**config.mk**
```make
export PLATFORM = sky130hd
export DESIGN_NAME = hs_modem_tx_ctrl
export DESIGN_NICKNAME = d
export VERILOG_FILES = /design/src/rtl/hs_pkg.sv /design/src/rtl/hs_sync_bank.sv /design/src/rtl/hs_fall_detect.sv /design/src/rtl/hs_bit_counter.sv /design/src/rtl/hs_seq_fsm.sv /design/src/rtl/hs_modem_tx_ctrl.sv
export SDC_FILE = /design/constraint.sdc
export NUM_CORES = 1
export LEC_CHECK = 0
export BUFFER_PORTS_ARGS = -buffer_cell sky130_fd_sc_hd__buf_2
export CORE_ASPECT_RATIO = 1.2
export CORE_MARGIN = 5
export CORE_UTILIZATION = 47
export CTS_CLUSTER_DIAMETER = 60
export DETAILED_ROUTE_END_ITERATION = 7
export PLACE_DENSITY = 0.75
export SLEW_MARGIN = 20
export SYNTH_ARGS = -nofsm -noshare
export SYNTH_HDL_FRONTEND = slang
export SYNTH_SLANG_ARGS = --single-unit
```
**constraint.sdc**
```tcl
create_clock -name clk -period 1.6 [get_ports clk]
set_input_delay 0.32 -clock clk [delete_from_list [all_inputs] [get_ports clk]]
set_output_delay 0.32 -clock clk [all_outputs]
set_load 0.01 [all_outputs]
```
**src/rtl/hs_pkg.sv**
```systemverilog
package hs_pkg;
  typedef enum logic [1:0] {
    HS_IDLE  = 2'd0,
    HS_WAIT  = 2'd1,
    HS_COUNT = 2'd2,
    HS_SEND  = 2'd3
  } hs_state_e;

  localparam int unsigned HS_LAT_READY = 2;
  localparam int unsigned HS_LAT_SLOW  = 3;
  localparam int unsigned HS_LAT_FAST  = 2;
  localparam int unsigned HS_LAT_MAX   = 3;
endpackage

```
**src/rtl/hs_sync_bank.sv**
```systemverilog
module hs_sync_bank #(
  parameter int unsigned WIDTH  = 3,
  parameter int unsigned STAGES = 2
) (
  input  logic             clk,
  input  logic             rst_n,
  input  logic [WIDTH-1:0] async_in,
  output logic [WIDTH-1:0] sync_out
);
  logic [WIDTH-1:0] stage_q [STAGES];

  genvar s;
  generate
    for (s = 0; s < STAGES; s++) begin : g_stage
      if (s == 0) begin : g_first
        always_ff @(posedge clk or negedge rst_n) begin
          if (!rst_n) stage_q[0] <= '0;
          else        stage_q[0] <= async_in;
        end
      end else begin : g_next
        always_ff @(posedge clk or negedge rst_n) begin
          if (!rst_n) stage_q[s] <= '0;
          else        stage_q[s] <= stage_q[s-1];
        end
      end
    end
  endgenerate

  assign sync_out = stage_q[STAGES-1];
endmodule

```
**src/rtl/hs_fall_detect.sv**
```systemverilog
module hs_fall_detect (
  input  logic clk,
  input  logic rst_n,
  input  logic level_in,
  output logic fall_pulse
);
  logic prev_q;

  always_ff @(posedge clk or negedge rst_n) begin
    if (!rst_n) prev_q <= 1'b0;
    else        prev_q <= level_in;
  end

  assign fall_pulse = prev_q & ~level_in;
endmodule

```
**src/rtl/hs_bit_counter.sv**
```systemverilog
module hs_bit_counter #(
  parameter int unsigned CNT_W = 2
) (
  input  logic             clk,
  input  logic             rst_n,
  input  logic             clr,
  input  logic             inc,
  output logic [CNT_W-1:0] count
);
  logic [CNT_W-1:0] count_d;
  logic             count_en;

  always_comb begin
    count_en = clr | inc;
    count_d  = clr ? '0 : count + 1'b1;
  end

  always_ff @(posedge clk or negedge rst_n) begin
    if (!rst_n)        count <= '0;
    else if (count_en) count <= count_d;
  end
endmodule

```
**src/rtl/hs_seq_fsm.sv**
```systemverilog
module hs_seq_fsm
  import hs_pkg::*;
#(
  parameter int unsigned CNT_W = 2
) (
  input  logic             clk,
  input  logic             rst_n,
  input  logic             tick,
  input  logic             cts_ok,
  input  logic             fifo_ne,
  input  logic             line_idle,
  input  logic             mode_fast,
  input  logic [CNT_W-1:0] cnt,
  output logic             cnt_clr,
  output logic             cnt_inc,
  output logic             rts,
  output logic             start,
  output logic             gate
);
  hs_state_e        state_q, state_d;
  logic [CNT_W-1:0] tgt_q, tgt_d;
  logic             tgt_en;
  logic             rts_d, start_d, gate_d;
  logic [CNT_W:0]   cnt_next;

  localparam logic [CNT_W-1:0] TGT_READY = CNT_W'(HS_LAT_READY);
  localparam logic [CNT_W-1:0] TGT_SLOW  = CNT_W'(HS_LAT_SLOW);
  localparam logic [CNT_W-1:0] TGT_FAST  = CNT_W'(HS_LAT_FAST);

  assign cnt_next = {1'b0, cnt} + 1'b1;

  always_comb begin
    state_d = state_q;
    tgt_d   = tgt_q;
    tgt_en  = 1'b0;
    rts_d   = rts;
    start_d = 1'b0;
    gate_d  = 1'b0;
    cnt_clr = 1'b0;
    cnt_inc = 1'b0;
    unique case (state_q)
      HS_IDLE: begin
        if (tick && fifo_ne) begin
          rts_d   = 1'b1;
          cnt_clr = 1'b1;
          if (cts_ok) begin
            state_d = HS_COUNT;
            tgt_d   = TGT_READY;
            tgt_en  = 1'b1;
          end else begin
            state_d = HS_WAIT;
          end
        end
      end
      HS_WAIT: begin
        if (tick && cts_ok) begin
          state_d = HS_COUNT;
          tgt_d   = mode_fast ? TGT_FAST : TGT_SLOW;
          tgt_en  = 1'b1;
          cnt_clr = 1'b1;
        end
      end
      HS_COUNT: begin
        if (!cts_ok) begin
          state_d = HS_WAIT;
          cnt_clr = 1'b1;
        end else if (tick) begin
          if (cnt_next >= {1'b0, tgt_q}) begin
            state_d = HS_SEND;
            start_d = 1'b1;
            gate_d  = 1'b1;
            cnt_clr = 1'b1;
          end else begin
            cnt_inc = 1'b1;
          end
        end
      end
      HS_SEND: begin
        gate_d = cts_ok;
        if (tick && line_idle && !fifo_ne) begin
          state_d = HS_IDLE;
          rts_d   = 1'b0;
          gate_d  = 1'b0;
        end
      end
      default: state_d = HS_IDLE;
    endcase
  end

  always_ff @(posedge clk or negedge rst_n) begin
    if (!rst_n) begin
      state_q <= HS_IDLE;
      rts     <= 1'b0;
      start   <= 1'b0;
      gate    <= 1'b0;
    end else begin
      state_q <= state_d;
      rts     <= rts_d;
      start   <= start_d;
      gate    <= gate_d;
    end
  end

  always_ff @(posedge clk or negedge rst_n) begin
    if (!rst_n)      tgt_q <= '0;
    else if (tgt_en) tgt_q <= tgt_d;
  end
endmodule

```
**src/rtl/hs_modem_tx_ctrl.sv**
```systemverilog
module hs_modem_tx_ctrl
  import hs_pkg::*;
#(
  parameter int unsigned SYNC_STAGES = 2
) (
  input  logic clk,
  input  logic rst_n,
  input  logic txq_nonempty,
  input  logic ser_line_idle,
  input  logic bit_clk,
  input  logic cts_in,
  input  logic cd_in,
  input  logic cts_after_mode,
  output logic rts_out,
  output logic tx_start,
  output logic tx_gate,
  output logic rx_gate
);
  localparam int unsigned N_SYNC = 3;
  localparam int unsigned CNT_W  = $clog2(HS_LAT_MAX + 1);

  logic [N_SYNC-1:0] raw_lines, synced_lines;
  logic              bclk_s, cts_s, cd_s;
  logic              fall_tick;
  logic              cnt_clr, cnt_inc;
  logic [CNT_W-1:0]  cnt;

  assign raw_lines = {cd_in, cts_in, bit_clk};
  assign {cd_s, cts_s, bclk_s} = synced_lines;

  hs_sync_bank #(.WIDTH(N_SYNC), .STAGES(SYNC_STAGES)) sync_i (
    .clk(clk), .rst_n(rst_n), .async_in(raw_lines), .sync_out(synced_lines)
  );

  hs_fall_detect edge_i (
    .clk(clk), .rst_n(rst_n), .level_in(bclk_s), .fall_pulse(fall_tick)
  );

  hs_bit_counter #(.CNT_W(CNT_W)) cnt_i (
    .clk(clk), .rst_n(rst_n), .clr(cnt_clr), .inc(cnt_inc), .count(cnt)
  );

  hs_seq_fsm #(.CNT_W(CNT_W)) fsm_i (
    .clk(clk), .rst_n(rst_n), .tick(fall_tick), .cts_ok(cts_s),
    .fifo_ne(txq_nonempty), .line_idle(ser_line_idle),
    .mode_fast(cts_after_mode), .cnt(cnt), .cnt_clr(cnt_clr),
    .cnt_inc(cnt_inc), .rts(rts_out), .start(tx_start), .gate(tx_gate)
  );

  always_ff @(posedge clk or negedge rst_n) begin
    if (!rst_n) rx_gate <= 1'b0;
    else        rx_gate <= cd_s;
  end
endmodule

```
==> summary by stage <==
Drt
The routed length per placed instance is 13.0 um. The number of iterations in the first detailed-routing pass is 4. The post-detailed-route DRC marker count is 0. The total length of routed wires is 1.36 mm. After detailed routing, the number of vias per cell comes to 5.38. The DRC violation total after the first TritonRoute iteration is 6. Across all layers, the routed design uses 559 vias.

The count of nets left with antenna violations once routing finished came out at 0.

Cells and area
0 antenna diodes ended up in the layout. The layout overhead on the synthesized area is 23.4%. The filler cells instantiated in the layout total 145.

The finished cells cover 950 um^2. The post-layout net count is 98. The layout cell share with drive strength beyond 1 is 38.4%.

Synth
Synthesis produced 64 cells. Synthesis produced a netlist with a net count of 75. Sequential cells were found to cover 55.3% of the synthesized design area.

The number of different library cells used by synthesis comes to 30. Counting flops and latches in the post-synthesis netlist gives 17. The number of synthesis warnings is 0.

The synthesized area is 769 um^2. Dividing the synthesized area by the synthesized cell count gives 12.0 um^2.

Clock tree
CTS placed an instance of sky130_fd_sc_hd__clkbuf_4 at the clock tree root. The clock sink count is 17. Clock-pin slew was measured on the worst setup and hold paths at 90 ps. The number of buffers on the longest clock path is 2.

The number of levels the H-tree was split into is 1. For the worst-skew pair, the clock arrives at the later sink with an insertion delay of 280 ps. The TritonCTS clock tree is yes. The number of buffers added by the clock tree synthesis step is 3.

Critical path
The category of the worst setup path launch point is a flop. The critical path ends at cnt_i.count[1]. The setup check on the worst reg-to-reg path leaves a slack of -210 ps. The critical path is of the reg2reg type. The worst setup path is captured at a flop. The top fanout value on the critical path is 2. The endpoint identified for the worst register-to-register timing path is cnt_i.count[1].

The count of cells along the worst register-to-register path is 6. In this run the critical register-to-register path is launched from cnt_i.count[0]. The critical path starts at cnt_i.count[0]. Data on the critical path arrives at its endpoint at 1970 ps. Data on the critical path is required at its endpoint by 1760 ps.

Placed design
The total cell area at the placement stage is 862 um^2. At the end of routability-driven placement, the weighted congestion stood at 0.836. The port buffer count is 11. The worst setup slack before clock tree synthesis is -209 ps. The estimated wirelength of the detail-placed design is 976 um.

Global route
The overall fraction of global-route tracks in use is 13.7%. The number of antenna violations at the first check in global routing is 0. The wire length of the first global-routing pass is 2.50 mm.

The via count of the first global-routing pass is 600. The total grt overflow is 0. The maximum number of pins on one net before global-route repair is 18.

STA
On the final layout, the worst clock skew is 2.86 ps. The number of endpoints with negative hold slack in the final report was 0. For the pin with the worst max-slew slack, the measured transition is 376 ps. The ratio of final minimum period to clock period is 113%. Once routing completed, OpenROAD measured the worst setup slack at -210 ps. The clock period minus final worst setup slack is 1810 ps. The number of max-slew violations in the final report is 0.

The worst slew margin relative to its limit is 74.8%. For this run, the top clock speed supported by timing is 552 MHz. Setup repair after global routing could not meet its margin everywhere. The number of endpoints failing setup at the final stage is 5.

Power
The power consumption is 0.989 mW. IR analysis of the VDD net gives a maximum drop of 682 uV. For this design the static power due to leakage is 0.446 nW. Power spread over the standard cell area amounts to 1040 nW/um^2.

Floorplan
The number of top-level pins is 12. The number of standard-cell rows in the floorplan is 16. The floorplan step defined a die boundary enclosing 2550 um^2. The horizontal die dimension is 46.9 um. The chip height is 54.3 um. The initial standard-cell utilization of the core is 48.0%. The total area inside the core boundary comes to 1600 um^2.

Min path
The worst hold path begins at bit_clk. The kind of path behind the tightest hold check is in2reg.

Outcome
The final reports fail on negative setup slack. The run finished, with violations left.

Job
Across the run, the number of max-cap violations was 0.
[through the flow]
step | cells | util, % | TNS, ps | hold WS, ps
floorplan | 64 | - | -205 | 24.4
global placement | 96 | 53.8 | -422 | 254
detailed placement | 96 | 53.8 | -614 | 259
CTS | 103 | 58.0 | -702 | 129
global route | 104 | 59.3 | -1170 | 120
finish | 104 | 59.3 | -787 | 137
[synth_stat cells]
cell                         n  area [um^2]
sky130_fd_sc_hd__a211oi_1    2         15.0
sky130_fd_sc_hd__buf_6       2         22.5
sky130_fd_sc_hd__nor3_1      3         15.0
sky130_fd_sc_hd__nand2b_1    2         12.5
sky130_fd_sc_hd__nor4b_1     1         8.76
sky130_fd_sc_hd__nor2b_1     2         12.5
sky130_fd_sc_hd__or2_1       2         12.5
sky130_fd_sc_hd__mux2i_1     1         10.0
sky130_fd_sc_hd__a31o_1      1         8.76
sky130_fd_sc_hd__o21ai_1     1         5.00
sky130_fd_sc_hd__o221ai_1    1         8.76
sky130_fd_sc_hd__a21oi_1     3         15.0
sky130_fd_sc_hd__o2111ai_2   1         15.0
sky130_fd_sc_hd__a31oi_1     1         6.26
sky130_fd_sc_hd__nor3b_1     1         7.51
sky130_fd_sc_hd__and3_1      1         6.26
sky130_fd_sc_hd__fa_1        1         20.0
sky130_fd_sc_hd__inv_1       4         15.0
sky130_fd_sc_hd__nand2_1     4         15.0
sky130_fd_sc_hd__and3_2      1         7.51
sky130_fd_sc_hd__o22ai_1     1         6.26
sky130_fd_sc_hd__and4bb_4    1         16.3
sky130_fd_sc_hd__o32ai_1     1         8.76
sky130_fd_sc_hd__dfrtp_1    17          425
sky130_fd_sc_hd__and2_2      1         7.51
sky130_fd_sc_hd__and4bb_1    1         12.5
sky130_fd_sc_hd__a211o_1     1         8.76
sky130_fd_sc_hd__nor2_1      3         11.3
sky130_fd_sc_hd__xnor2_1     1         8.76
sky130_fd_sc_hd__ha_1        2         25.0
[worst min path at each step]
| stage | slack [ps] | end | cells past startpoint |
|---|---|---|---|
| final | 140 | sync_i.stage_q[3] | 1 |
| after global routing | 120 | sync_i.stage_q[3] | 1 |
| after CTS | 130 | sync_i.stage_q[3] | 1 |
| after detailed placement | 260 | fsm_i.start | 1 |
| after global placement | 250 | fsm_i.gate | 1 |
| after floorplan | 20 | cnt_i.count[0] | 0 |
[cells by family after synthesis]
logic type | count (synthesis) | share of synthesized area [%]
simple gates | 23 | 18.9
flops | 17 | 55.3
xor+xnor | 1 | 1.14
buf+inv | 6 | 4.88
compound gates | 13 | 12.7
fa+ha+maj | 3 | 5.85
mux | 1 | 1.30
[flip-flops by register name, summed over array words and instances, names as in the netlist, 2 cells and up]
register         flops
cnt_i.count          2
sync_i.sync_out      3
fsm_i.state_q        2
sync_i.stage_q       3
fsm_i.tgt_q          2
[report_power, final]
group / leakage [nW] / internal (mW) / switching, mW / total [mW]
combinational: 0.221 / 0.121 / 0.117 / 0.238
sequential: 0.207 / 0.479 / 0.0525 / 0.532
clock: 0.0177 / 0.0928 / 0.127 / 0.219
total: 0.446 / 0.693 / 0.296 / 0.989
[layer usage]
layer | global-route usage [%] | up-vias | wire length, um
li1 | - | 273 | -
met1 | 17.2 | 267 | 597
met2 | 21.7 | 15 | 668
met3 | 2.63 | 4 | 68
met4 | 7.83 | 0 | 23
met5 | 0 | - | 0
[area by class of cell]
cell class              instances  area (um^2)  share of cell area [%]
clock buffers                   3         22.5                    2.37
multi-input cells              41          334                    35.2
flip-flops and latches         17          425                    44.8
clock inverters                 1         5.00                   0.527
repair buffers                 20          125                    13.2
inverters                       4         15.0                    1.58
well taps                      18         22.5                    2.37
[repair_timing]
item,4_1_cts,5_1_grt
endpoints found under the setup margin,5,5
resized for setup,4,3
hold buffers,1,0
pin swaps,2,6
buffers inserted,2,2
hold endpoints to repair,17,0
[critical path, stage by stage, from the launching register on]
cell	delay, ps
sky130_fd_sc_hd__dfrtp_1	400
sky130_fd_sc_hd__inv_2	70
sky130_fd_sc_hd__fa_1	400
sky130_fd_sc_hd__or2_1	240
sky130_fd_sc_hd__o2111ai_2	260
sky130_fd_sc_hd__mux2i_1	250
sky130_fd_sc_hd__nor3_2	60
[layout by cell type (no fill, tap or decap), types with 2 or more instances in the layout]
cell type,n
sky130_fd_sc_hd__inv_2,2
sky130_fd_sc_hd__nand2b_1,2
sky130_fd_sc_hd__dfrtp_1,17
sky130_fd_sc_hd__ha_1,2
sky130_fd_sc_hd__nor3_2,2
sky130_fd_sc_hd__or2_1,2
sky130_fd_sc_hd__nand2_1,4
sky130_fd_sc_hd__buf_4,8
sky130_fd_sc_hd__buf_2,11
sky130_fd_sc_hd__nor2_1,3
sky130_fd_sc_hd__a21oi_1,3
sky130_fd_sc_hd__inv_1,2
sky130_fd_sc_hd__a211oi_1,2
sky130_fd_sc_hd__clkbuf_4,3
Power figures use the tool's default switching activity.
